==> config.mk <==
export PLATFORM = sky130hd
export DESIGN_NAME = pwm_cm_channel
export DESIGN_NICKNAME = d
export VERILOG_FILES = /design/src/rtl/pwm_cm_pkg.sv /design/src/rtl/pwm_cm_regs.sv /design/src/rtl/pwm_cm_tbmux.sv /design/src/rtl/pwm_cm_sched.sv /design/src/rtl/pwm_cm_channel.sv
export SDC_FILE = /design/constraint.sdc
export NUM_CORES = 1
export LEC_CHECK = 0
export BUFFER_PORTS_ARGS = -buffer_cell sky130_fd_sc_hd__buf_2
export CORE_MARGIN = 2
export CORE_UTILIZATION = 40
export DETAILED_ROUTE_END_ITERATION = 8
export HOLD_SLACK_MARGIN = 0.15
export SYNTH_ARGS = -nofsm -noshare
export SYNTH_HDL_FRONTEND = slang
export SYNTH_SLANG_ARGS = --single-unit
==> constraint.sdc <==
create_clock -name clk -period 5.5 [get_ports clk]
set_input_delay 0.55 -clock clk [delete_from_list [all_inputs] [get_ports clk]]
set_output_delay 0.55 -clock clk [all_outputs]
set_load 0.01 [all_outputs]
==> src/rtl/pwm_cm_pkg.sv <==
package pwm_cm_pkg;

    // register addresses
    localparam logic [2:0] A_CTRL = 3'd0;
    localparam logic [2:0] A_HIGH = 3'd1;
    localparam logic [2:0] A_PER  = 3'd2;
    localparam logic [2:0] A_BOTH = 3'd3;
    localparam logic [2:0] A_SVC  = 3'd4;
    localparam logic [2:0] A_FLAG = 3'd5;
    localparam logic [2:0] A_OLD  = 3'd6;
    localparam logic [2:0] A_NEXT = 3'd7;

    // service request codes
    localparam logic [1:0] SVC_NONE = 2'b00;
    localparam logic [1:0] SVC_IMM  = 2'b01;
    localparam logic [1:0] SVC_INIT = 2'b10;
    localparam logic [1:0] SVC_RSVD = 2'b11;

    // timebase select codes
    localparam logic [3:0] TBSEL_A = 4'h4;
    localparam logic [3:0] TBSEL_B = 4'h7;

    // control register layout
    localparam int CTRL_W     = 6;
    localparam int CTRL_EN    = 4;
    localparam int CTRL_IRQEN = 5;

    typedef enum logic [2:0] {
        ST_IDLE,
        ST_HIGH,
        ST_LOW,
        ST_LEVEL,
        ST_DROP
    } ch_state_e;

endpackage

==> src/rtl/pwm_cm_regs.sv <==
module pwm_cm_regs
    import pwm_cm_pkg::*;
#(
    parameter int TW = 16,
    localparam int DW = 2 * TW
) (
    input  logic          clk,
    input  logic          rst,
    input  logic          wr_en,
    input  logic [2:0]    wr_addr,
    input  logic [DW-1:0] wr_data,
    input  logic [2:0]    rd_addr,
    output logic [DW-1:0] rd_data,
    input  logic          svc_ack,
    input  logic          irq_evt,
    input  logic [TW-1:0] old_rise,
    input  logic [TW-1:0] next_rise,
    output logic [TW-1:0] hi_q,
    output logic [TW-1:0] per_q,
    output logic [3:0]    tbsel_q,
    output logic          ch_en,
    output logic          irq_en,
    output logic [1:0]    svc_q,
    output logic          flag_q
);

    logic [CTRL_W-1:0] ctrl_q;
    logic wr_ctrl, wr_hi, wr_per, wr_both, wr_svc, wr_flag;

    assign wr_ctrl = wr_en && (wr_addr == A_CTRL);
    assign wr_hi   = wr_en && (wr_addr == A_HIGH);
    assign wr_per  = wr_en && (wr_addr == A_PER);
    assign wr_both = wr_en && (wr_addr == A_BOTH);
    assign wr_svc  = wr_en && (wr_addr == A_SVC);
    assign wr_flag = wr_en && (wr_addr == A_FLAG);

    assign tbsel_q = ctrl_q[3:0];
    assign ch_en   = ctrl_q[CTRL_EN];
    assign irq_en  = ctrl_q[CTRL_IRQEN];

    always_ff @(posedge clk) begin
        if (rst) begin
            ctrl_q <= '0;
            hi_q   <= '0;
            per_q  <= '0;
            svc_q  <= SVC_NONE;
            flag_q <= 1'b0;
        end else begin
            if (wr_ctrl) begin
                ctrl_q <= wr_data[CTRL_W-1:0];
            end
            // both halves land on the same edge when written together
            if (wr_hi) begin
                hi_q <= wr_data[TW-1:0];
            end else if (wr_both) begin
                hi_q <= wr_data[DW-1:TW];
            end
            if (wr_per || wr_both) begin
                per_q <= wr_data[TW-1:0];
            end
            // a fresh host code wins over the acknowledge; reserved code dropped
            if (wr_svc && (wr_data[1:0] != SVC_RSVD)) begin
                svc_q <= wr_data[1:0];
            end else if (svc_ack) begin
                svc_q <= SVC_NONE;
            end
            if (irq_evt && irq_en) begin
                flag_q <= 1'b1;
            end else if (wr_flag && wr_data[0]) begin
                flag_q <= 1'b0;
            end
        end
    end

    always_comb begin
        unique case (rd_addr)
            A_CTRL: rd_data = {{(DW-CTRL_W){1'b0}}, ctrl_q};
            A_HIGH: rd_data = {{TW{1'b0}}, hi_q};
            A_PER:  rd_data = {{TW{1'b0}}, per_q};
            A_BOTH: rd_data = {hi_q, per_q};
            A_SVC:  rd_data = {{(DW-2){1'b0}}, svc_q};
            A_FLAG: rd_data = {{(DW-1){1'b0}}, flag_q};
            A_OLD:  rd_data = {{TW{1'b0}}, old_rise};
            A_NEXT: rd_data = {{TW{1'b0}}, next_rise};
            default: rd_data = '0;
        endcase
    end

endmodule

==> src/rtl/pwm_cm_tbmux.sv <==
module pwm_cm_tbmux
    import pwm_cm_pkg::*;
#(
    parameter int TW = 16
) (
    input  logic [3:0]    tbsel,
    input  logic [TW-1:0] tb_a,
    input  logic [TW-1:0] tb_b,
    output logic [TW-1:0] tb_now
);

    // only the second code steers to tb_b; everything else keeps tb_a
    assign tb_now = (tbsel == TBSEL_B) ? tb_b : tb_a;

endmodule

==> src/rtl/pwm_cm_sched.sv <==
module pwm_cm_sched
    import pwm_cm_pkg::*;
#(
    parameter int TW = 16
) (
    input  logic          clk,
    input  logic          rst,
    input  logic          en,
    input  logic [TW-1:0] tb_now,
    input  logic [TW-1:0] hi,
    input  logic [TW-1:0] per,
    input  logic [1:0]    svc,
    output logic          pwm,
    output logic [TW-1:0] old_rise,
    output logic [TW-1:0] next_rise,
    output logic          svc_ack,
    output logic          irq_evt
);

    ch_state_e     state_q, state_d;
    logic [TW-1:0] fall_q, fall_d;
    logic [TW-1:0] old_d, rise_d;
    logic          pin_d;

    logic          lvl_mode;
    logic          lvl_pin;
    logic [TW-1:0] elapsed;
    logic          hit_fall;
    logic          hit_rise;

    assign lvl_mode = (hi == '0) || (per <= hi);
    assign lvl_pin  = (hi != '0);
    assign elapsed  = tb_now - old_rise;
    assign hit_fall = (tb_now == fall_q);
    assign hit_rise = (tb_now == next_rise);

    always_comb begin
        state_d = state_q;
        pin_d   = pwm;
        old_d   = old_rise;
        fall_d  = fall_q;
        rise_d  = next_rise;
        svc_ack = 1'b0;
        irq_evt = 1'b0;
        if (en) begin
            if (svc == SVC_INIT) begin
                svc_ack = 1'b1;
                irq_evt = 1'b1;
                old_d   = tb_now;
                fall_d  = tb_now + hi;
                rise_d  = tb_now + per;
                pin_d   = lvl_pin;
                state_d = lvl_mode ? ST_LEVEL : ST_HIGH;
            end else if (svc == SVC_IMM) begin
                svc_ack = 1'b1;
                if (state_q != ST_IDLE) begin
                    irq_evt = 1'b1;
                    fall_d  = old_rise + hi;
                    rise_d  = old_rise + per;
                    if (lvl_mode) begin
                        pin_d   = lvl_pin;
                        state_d = ST_LEVEL;
                    end else if (elapsed < hi) begin
                        pin_d   = 1'b1;
                        state_d = ST_HIGH;
                    end else if (pwm) begin
                        state_d = ST_DROP;
                    end else begin
                        state_d = ST_LOW;
                    end
                end
            end else begin
                unique case (state_q)
                    ST_IDLE: begin
                        state_d = ST_IDLE;
                    end
                    ST_HIGH: begin
                        if (hit_fall) begin
                            pin_d   = 1'b0;
                            state_d = ST_LOW;
                        end
                    end
                    ST_LOW, ST_LEVEL: begin
                        if (hit_rise) begin
                            irq_evt = 1'b1;
                            old_d   = next_rise;
                            fall_d  = next_rise + hi;
                            rise_d  = next_rise + per;
                            pin_d   = lvl_pin;
                            state_d = lvl_mode ? ST_LEVEL : ST_HIGH;
                        end
                    end
                    ST_DROP: begin
                        pin_d   = 1'b0;
                        state_d = ST_LOW;
                    end
                    default: begin
                        state_d = ST_IDLE;
                    end
                endcase
            end
        end
    end

    always_ff @(posedge clk) begin
        if (rst) begin
            state_q <= ST_IDLE;
        end else begin
            state_q <= state_d;
        end
    end

    always_ff @(posedge clk) begin
        if (rst) begin
            pwm       <= 1'b0;
            old_rise  <= '0;
            next_rise <= '0;
            fall_q    <= '0;
        end else begin
            pwm       <= pin_d;
            old_rise  <= old_d;
            next_rise <= rise_d;
            fall_q    <= fall_d;
        end
    end

endmodule

==> src/rtl/pwm_cm_channel.sv <==
module pwm_cm_channel
    import pwm_cm_pkg::*;
#(
    parameter int TW = 16,
    localparam int DW = 2 * TW
) (
    input  logic          clk,
    input  logic          rst,
    input  logic [TW-1:0] tb_a,
    input  logic [TW-1:0] tb_b,
    input  logic          wr_en,
    input  logic [2:0]    wr_addr,
    input  logic [DW-1:0] wr_data,
    input  logic [2:0]    rd_addr,
    output logic [DW-1:0] rd_data,
    output logic          pwm_out,
    output logic          irq
);

    logic [TW-1:0] hi_q, per_q, tb_now, old_rise, next_rise;
    logic [3:0]    tbsel_q;
    logic          ch_en, irq_en, flag_q, svc_ack, irq_evt;
    logic [1:0]    svc_q;

    pwm_cm_regs #(.TW(TW)) regs_i (
        .clk       (clk),
        .rst       (rst),
        .wr_en     (wr_en),
        .wr_addr   (wr_addr),
        .wr_data   (wr_data),
        .rd_addr   (rd_addr),
        .rd_data   (rd_data),
        .svc_ack   (svc_ack),
        .irq_evt   (irq_evt),
        .old_rise  (old_rise),
        .next_rise (next_rise),
        .hi_q      (hi_q),
        .per_q     (per_q),
        .tbsel_q   (tbsel_q),
        .ch_en     (ch_en),
        .irq_en    (irq_en),
        .svc_q     (svc_q),
        .flag_q    (flag_q)
    );

    pwm_cm_tbmux #(.TW(TW)) tbmux_i (
        .tbsel  (tbsel_q),
        .tb_a   (tb_a),
        .tb_b   (tb_b),
        .tb_now (tb_now)
    );

    pwm_cm_sched #(.TW(TW)) sched_i (
        .clk       (clk),
        .rst       (rst),
        .en        (ch_en),
        .tb_now    (tb_now),
        .hi        (hi_q),
        .per       (per_q),
        .svc       (svc_q),
        .pwm       (pwm_out),
        .old_rise  (old_rise),
        .next_rise (next_rise),
        .svc_ack   (svc_ack),
        .irq_evt   (irq_evt)
    );

    assign irq = flag_q;

endmodule

Word level (Yosys, flattened, before mapping)
Cells that the tools add are included.

word-level totals
  register bits = 93
  input bits = 73

cells by class
  $add $sub $neg = 7
  $lt $le $gt $ge = 2
  equal/unequal tests = 27
  muxes and demuxes = 49
  reduce and logical (&&, ||, !) cells = 29

operators with widths
  operator              number
  $mux W16              17
  $pmux W32 S8          1
  $add A16 B16 Y16      6
  $eq A16 B16 Y1        2
  $mux W3               8
  $eq A3 B3 Y1 const B  7
  $eq A3 B2 Y1 const B  6
  $mux W1               18
  $le A16 B16 Y1        1
  $logic_not A16 Y1     1
  $lt A16 B16 Y1        1
  $reduce_bool A16 Y1   1
  $sub A16 B16 Y16      1
  $reduce_and A4 Y1     3
  $reduce_bool A2 Y1    5
  $eq A3 B1 Y1 const B  3
  $logic_and A1 B1 Y1   9
  $pmux W3 S3           1
  $reduce_bool A3 Y1    3
  $ne A4 B1 Y1 const B  2
  $logic_not A3 Y1      2
  $mux W2               3
  $reduce_and A6 Y1     1
  $reduce_bool A5 Y1    1
  other kinds (10)      11

Depth between registers and ports, before layout
Gate-level depths: netlist of run 1.

  depth in word-level cells = 10
  mapped depth = 25
  depth with buffers taken out = 22

Cells and area by module
A second synthesis of run 1 with hierarchy kept.

second synthesis, totals
  cells, all modules = 1,073
  area, all modules = 8,281.7 µm²

by module, submodules not included
  module        instances  cells each  area an instance (µm²)  seq. area each (µm²)
  pwm_cm_sched  1          722         5,489.0                 1,041.0
  pwm_cm_regs   1          333         2,539.9                 820.8
  pwm_cm_tbmux  1          18          252.7                   0.0

Worst setup path before layout of run 1
Ideal clock, no wire load.

  path type = register -> register
  start = register regs_i.ctrl_q[3]
  end = register sched_i.pwm
  setup time = 0.118 ns
  data arrival time = 4.173 ns
  data required time = 5.382 ns
  setup slack = 1.209 ns
  stages on the path, launching flop included = 24
  cells stage by stage = dfxtp_1 nand4b_1 buf_4 buf_2 clkbuf_1 nor2_1 a21oi_1 ha_1 inv_1 fa_1 a21o_1 a21oi_1 o21ai_0 nand3_1 and3_1 o41a_1 o21bai_1 xor2_1 ha_1 o21a_1 a21oi_1 a21oi_1 a221o_1 mux2i_1

on the way
  cells in the longest elaborated chain, start to end = 6

ends and longest elaborated chain
  item                           RTL line             text
  start: declaration             pwm_cm_regs.sv:27    logic [CTRL_W-1:0] ctrl_q;
  start signal: assignment       pwm_cm_regs.sv:50    ctrl_q <= wr_data[CTRL_W-1:0];
  $eq A4 B3 Y1 *                 pwm_cm_tbmux.sv:13   assign tb_now = (tbsel == TBSEL_B) ? tb_b : tb_a;
  $mux W16 *                     pwm_cm_tbmux.sv:13
  $sub A16 B16 Y16               pwm_cm_sched.sv:33   assign elapsed = tb_now - old_rise;
  $lt A16 B16 Y1                 pwm_cm_sched.sv:63   end else if (elapsed < hi) begin
  $ne A4 B2 Y1 (no line)         --
  $reduce_and A6 Y1 (no line) *  --
  end signal: assignment         pwm_cm_sched.sv:120  pwm <= pin_d;
  end: declaration               pwm_cm_sched.sv:13   output logic pwm,

Mark *: on every way between the ends. The rest lies on a longest branch, timed or not.
A chain may end at the register's enable or synchronous reset.

Worst setup path in the final report of run 1
Ends and elaborated chain as after synthesis.

==> flow_metrics.tcl, run 1 <==
set metrics [dict create \
    wl_per_cell_um 20.4 \
    std_cell_rows 53 \
    hold_class "in -> reg" \
    final_cells 1469 \
    vdd_ir_drop_max_uv 148 \
    fin_crit_ns 4.50 \
    synth.distinct_cells 68 \
    power.leakage_uw 0.00399 \
    grt_max_degree 51 \
    postRouteAntennaNets 0 \
    fin_nets 1347 \
    clock_latency_ns 0.35 \
    required_ns 5.79 \
    post_cts_buffers 0 \
    ys_seq_area_share_pct 21.7 \
    synth.avg_cell_area_um2 7.66 \
    drt-total-wl_um 30000 \
    rsz0062_at_grt "no" \
    syn2layout_area_growth_pct 11.9 \
    crit_slowest_cell "fa_1" \
    clock-sinks 93 \
    cp-start-kind "register" \
    vias 8505 \
    path_cells "nand4b_1 -> buf_4 -> nor2_1 -> a21oi_1 -> ha_1 -> inv_1 -> fa_1 -> a21o_1 -> a21oi_1 -> o21ai_0 -> nand3_1 -> and3_1 -> o41a_1 -> o21bai_1 -> xor2_1 -> ha_1 -> nand4_1 -> nor2_1 -> o221ai_1 -> a21oi_1 -> a221o_1 -> mux2i_1" \
    clkTransAtPathRegs_ns 0.07 \
    dieArea_mm2 0.0227 \
    finClkSkew_ns 0.00474 \
    cts.repair.resized 0 \
    crit_path_max_incr_delay_ns 0.42 \
    die_w_um 151 \
    first_iter_violations 891 \
    dp_slack_ns 1.09 \
    drive_gt1_share_pct 12.5 \
    async_reset_ff_share_pct 0 \
    grt.overflow.total 0 \
    fmax_mhz 222 \
    grt_usage_pct 26.8 \
    maxCapViolations 0 \
    tightest_slew_ns 1.06 \
    setup_viol 0 \
    clockRootBuffer "clkbuf_16" \
    power.density_mw_per_mm2 184 \
    critPathKind "reg -> reg" \
    start_util_pct 40.8 \
    synth_nets 1276 \
    synth_seq_cells 93 \
    htreeDepth 3 \
    vias_per_cell 5.79 \
    cpMostUsedCell "a21oi_1" \
    dp.cells 1456 \
    hold_viol_final 0 \
    slew_viol_final 0 \
    fin_crit_sh_pct 81.8 \
    clock_path_buffers 2 \
    grt_first_pass_wirelength_um 45600 \
    port-buffer-count 106 \
    die_h_um 151 \
    nFillCells 2179 \
    cts_tree "yes" \
    cp_data_arrival_time_ns 4.79 \
    setup_ws_ns 1.00 \
    ys.flop_type "dfxtp_1" \
    netlist_area_mm2 0.00859 \
    layout_common_cells "120 x nor2_1, 106 x buf_2, 104 x a21oi_1, 99 x nand2_1, 93 x dfxtp_1" \
    hpwl_um 24100 \
    status "completed" \
    worst_setup_path_end_kind "register" \
    synth_edf_count 0 \
    dr.pass1.iters 7 \
    path_max_fanout 26 \
    tns_ns 0 \
    relSlewSlack_pct 29.4 \
    core_region_area_mm2 0.0210 \
    ioPinCount 107 \
    ctsHoldBuffers 0 \
    total_power_uw 1760 \
    diodes 0 \
    layout_commonest_cell "nor2_1" \
    antenna_found_initial 0 \
    numCtsBuffers 9 \
    grt_pass1_vias 7827 \
    yosysWarnings 0 \
    netlist_instances 1121 \
    gp_congestion 0.957 \
    drc 0 \
]
==> kinds of logic after synthesis <==
| kind of cell | after synthesis | share of synthesized area [%] |
|---|---|---|
| and+or+nand+nor | 356 | 19.3 |
| muxes | 87 | 10.5 |
| buffers and inverters | 136 | 6.46 |
| DFF | 93 | 21.7 |
| xor gates and xnor gates | 76 | 7.75 |
| AOI/OAI and AO/OA | 291 | 22.2 |
| adders and majority gates | 82 | 12.2 |
==> critical path, delay by kind of cell, from the launching register on <==
family | cells | cell delay [ns]
xor+xnor | 1 | 0.15
fa+ha+maj | 3 | 0.92
buf+inv | 2 | 0.40
mux | 1 | 0.17
simple gates | 6 | 0.68
flops | 1 | 0.36
compound gates | 9 | 1.72
==> flip-flops by register name (all words and copies together), names as in the netlist <==
signal,cells
regs_i.ctrl_q,6
regs_i.flag_q,1
regs_i.hi_q,16
regs_i.per_q,16
regs_i.svc_q,2
sched_i.fall_q,16
sched_i.next_rise,16
sched_i.old_rise,16
sched_i.pwm,1
sched_i.state_q,3
==> routing by layer <==
metal	GRT usage (%)	routed length, µm	vias up
li1	-	-	4153
met1	36.9	13300	4001
met5	0	0	-
met3	6.64	2630	29
met2	42.1	13600	322
met4	6.46	467	0
==> worst paths after layout <==
check | slack [ns] | depth (start not counted) | endpoint | startpoint
min reg2reg | 0.48 | 2 | sched_i.old_rise[1]$_SDFFE_PP0P_ | sched_i.old_rise[1]$_SDFFE_PP0P_
max | 1.00 | 22 | sched_i.pwm$_SDFFE_PP0P_ | regs_i.ctrl_q[3]$_SDFFE_PP0P_
min | 0.45 | 3 | regs_i.per_q[14]$_SDFFE_PP0P_ | wr_data[14]
max reg2reg | 1.00 | 22 | sched_i.pwm$_SDFFE_PP0P_ | regs_i.ctrl_q[3]$_SDFFE_PP0P_
==> cells in the mapped netlist, drive strengths merged (3+ instances only) <==
cell	number	area share, %
a21oi	104	6.1
a211o	5	0.51
a31oi	9	0.66
a221oi	8	0.82
ha	79	12
nor3b	3	0.26
nor2b	12	0.87
a21o	12	1.0
a22o	11	1.1
o21ai	39	2.3
clkbuf	46	2.0
xor2	25	2.6
nand2b	8	0.58
xnor2	51	5.2
a2111oi	3	0.38
a211oi	31	2.9
nand4	11	0.80
a222oi	3	0.35
inv	79	3.5
o21a	6	0.52
or3b	3	0.31
a21boi	9	0.79
a22oi	3	0.26
a221o	3	0.35
or3	12	0.87
o31ai	5	0.44
nor2	120	5.2
dfxtp	93	22
nand2	99	4.3
nand3	15	0.87
and3	5	0.36
o211ai	5	0.44
nor3	36	2.1
o21bai	8	0.70
fa	3	0.70
nor4	8	0.58
or2	14	1.0
buf	11	0.99
o22ai	9	0.66
mux2i	84	9.9
==> cell type report <==
cell class | count | area (µm²) | share of cell area [%]
timing repair buffer | 117 | 613 | 6.38
clock inverter | 3 | 71.3 | 0.742
sequential | 93 | 1860 | 19.4
tap | 275 | 344 | 3.58
inverter | 79 | 297 | 3.09
clock buffer | 10 | 239 | 2.49
multi-input combinational | 892 | 6180 | 64.3
==> power by group <==
group          leakage [µW]  switching, µW  internal, µW  total (µW)
logic               0.00308            226           148         374
registers          0.000752           20.1           685         705
clock network      0.000152            279           407         686
total               0.00399            525          1240        1760
==> through the flow <==
stage	cell area [µm²]	hold WS, ns	utilization (%)
global route	9610	0.458	45.7
finish	9610	0.447	45.7
global placement	9300	0.470	44.2
floorplan	8590	0.445	-
detailed placement	9300	0.472	44.2
CTS	9610	0.442	45.7
Power figures use the tool's default switching activity.
==> run 2, diff against run 1 <==
Clock period 5.5 ns to 3.9 ns, I/O delays scaled along.
==> flow_metrics.tcl, run 2 (same netlist as run 1, synthesis figures left out) <==
set metrics [dict create \
    core_region_area_mm2 0.0210 \
    power.density_mw_per_mm2 249 \
    cp_data_arrival_time_ns 4.33 \
    slew_viol_final 0 \
    clock_path_buffers 2 \
    violations "negative setup slack" \
    vias 8733 \
    clock-sinks 93 \
    rsz0062_at_grt "yes" \
    maxCapViolations 0 \
    layout_commonest_cell "nor2_1" \
    hold_viol_final 0 \
    clock_latency_ns 0.36 \
    grt_usage_pct 27.6 \
    dr.pass1.iters 5 \
    fmax_mhz 248 \
    tightest_slew_ns 1.13 \
    hpwl_um 25100 \
    cp-start-kind "register" \
    start_util_pct 40.8 \
    combPwrFrac_pct 22.8 \
    postRouteAntennaNets 0 \
    finClkSkew_ns 0.0147 \
    critPathKind "reg -> reg" \
    multi_input_comb_area_mm2 0.00630 \
    grt_pass1_vias 8131 \
    status "finished with violations" \
    setup_viol 3 \
    ctsHoldBuffers 0 \
    holdCritStartpoint "wr_data[9]" \
    r2r_slack_ns -0.13 \
    crit_family "compound AO/OA/AOI/OAI gates" \
    port-buffer-count 106 \
    ff_latch_area_mm2 0.00186 \
    fin_crit_sh_pct 103 \
    hold_class "in -> reg" \
    timing.rr.start "regs_i.ctrl_q[3]$_SDFFE_PP0P_" \
    first_iter_violations 598 \
    relSlewSlack_pct 25.0 \
    power.leakage_uw 0.00422 \
    clkPwrFrac_pct 37.7 \
    grt_first_pass_wirelength_um 46800 \
    required_ns 4.20 \
    crit_path_max_incr_delay_ns 0.34 \
    holdPathEnd "regs_i.per_q[9]$_SDFFE_PP0P_" \
    die_w_um 151 \
    finish.utilization_pct 48.2 \
    ioPinCount 107 \
    fin_nets 1389 \
    dieArea_mm2 0.0227 \
    htreeDepth 3 \
    syn2layout_area_growth_pct 17.9 \
    wl_per_cell_um 20.6 \
    drc 0 \
    die_h_um 151 \
    min_path_cells 3 \
    layout_common_cells "119 x nor2_1, 106 x buf_2, 99 x a21oi_1, 99 x nand2_1, 92 x dfxtp_1" \
    nFillCells 2120 \
    fin_crit_ns 4.03 \
    std_cell_rows 53 \
    crit_slowest_cell "fa_2" \
    vias_per_cell 5.77 \
    diodes 0 \
    clkTransAtPathRegs_ns 0.08 \
    dp_slack_ns -0.131 \
    p_sw_share_pct 31.9 \
    grt_max_degree 53 \
    path_cells "nand4b_1 -> buf_6 -> buf_12 -> a21oi_4 -> ha_2 -> inv_2 -> fa_2 -> a21o_1 -> a21oi_2 -> o21ai_2 -> nand3_2 -> and3_4 -> o41a_1 -> o21bai_1 -> xor2_1 -> ha_1 -> nand4_1 -> nor2_1 -> o221ai_2 -> a21oi_2 -> buf_4 -> nand3_2 -> o21a_1 -> nor2_1" \
    drive_gt1_share_pct 17.7 \
    p_int_uw 1710 \
    path_max_fanout 6 \
    numCtsBuffers 9 \
    r2r_end "sched_i.state_q[2]$_SDFFE_PP0P_" \
    worst_setup_path_end_kind "register" \
    r2r_cells 24 \
    gp_congestion 0.992 \
    cts_tree "yes" \
    clockRootBuffer "clkbuf_16" \
    antenna_found_initial 0 \
    setup_ws_ns -0.134 \
    p_seq_share_pct 39.5 \
    drt-total-wl_um 31300 \
    crit_buf_inv 4 \
    vdd_ir_drop_max_uv 205 \
    grt.overflow.total 0 \
    switchingPower_uw 804 \
]
==> run 2: changes by cell type in the layout (fill, tap and decap cells not counted), sizes merged <==
cell,previous run,this run
buf,117,158
inv,80,82
clkinvlp,0,1
bufinv,2,1
clkinv,0,2
==> run 2: how the worst max path moves through the flow <==
stage	slack [ns]	endpoint	depth (start not counted)	start
after floorplan	-0.06	sched_i.pwm$_SDFFE_PP0P_	22	regs_i.ctrl_q[3]$_SDFFE_PP0P_
after global placement	-0.03	sched_i.pwm$_SDFFE_PP0P_	18	regs_i.ctrl_q[3]$_SDFFE_PP0P_
after detailed placement	-0.13	sched_i.pwm$_SDFFE_PP0P_	18	regs_i.ctrl_q[3]$_SDFFE_PP0P_
after CTS	-0.14	sched_i.pwm$_SDFFE_PP0P_	21	regs_i.ctrl_q[3]$_SDFFE_PP0P_
after global routing	-0.36	sched_i.state_q[2]$_SDFFE_PP0P_	24	regs_i.ctrl_q[3]$_SDFFE_PP0P_
final	-0.13	sched_i.state_q[2]$_SDFFE_PP0P_	24	regs_i.ctrl_q[3]$_SDFFE_PP0P_
==> run 2: power groups by stage <==
stage / Sequential, µW / Clock, µW / Combinational (µW)
CTS: 994 / 960 / 556
global placement: 1020 / 0 / 549
finish: 994 / 949 / 574
floorplan: 1000 / 0 / 354
detailed placement: 1020 / 0 / 552
global route: 995 / 1000 / 629
==> run 2: final cells by class <==
cell class / instances / share of cell area (%)
Clock buffer: 9 / 2.22
Clock inverter: 7 / 0.902
Inverter: 79 / 2.93
Multi-Input combinational cell: 892 / 62.3
Sequential cell: 93 / 18.4
Tap cell: 275 / 3.40
Timing Repair Buffer: 159 / 9.88
==> run 2: worst register-to-register path: cells and delay by family, from the launching register on <==
kind	cells	cell delay, ns
xor+xnor	1	0.18
simple gates	7	0.81
buf+inv	4	0.50
flops	1	0.33
fa+ha+maj	3	0.84
compound gates	9	1.31
==> run 2: repair_timing <==
item / in CTS / in global routing
cloned: 0 / 1
resized for setup: 2 / 18
endpoints found under the hold margin: 0 / 0
setup endpoints to repair: 4 / 7
pin swaps: 0 / 15
setup buffers: 1 / 2
==> run 2: metrics by stage <==
| stage | instance area [µm²] | power, µW | hold WS (ns) | instances | TNS, ns |
|---|---|---|---|---|---|
| 6_report | 10100 | 2520 | 0.277 | 1514 | -0.364 |
| 5_1_grt | 10100 | 2630 | 0.283 | 1514 | -1.28 |
| 4_1_cts | 10000 | 2510 | 0.277 | 1511 | -0.410 |
| 3_5_place_dp | 9670 | 1570 | 0.486 | 1494 | -0.275 |
| 3_3_place_gp | 9670 | 1560 | 0.477 | 1494 | -0.0299 |
| 2_1_floorplan | 8660 | 1360 | 0.445 | 1121 | -0.0561 |
==> run 2: per-layer routing <==
layer | vias to the layer above | routed length (µm) | global-route usage [%]
li1 | 4238 | - | -
met1 | 4153 | 14400 | 38.2
met2 | 294 | 14200 | 43.9
met3 | 48 | 1910 | 4.88
met4 | 0 | 707 | 8.02
met5 | - | 0 | 0
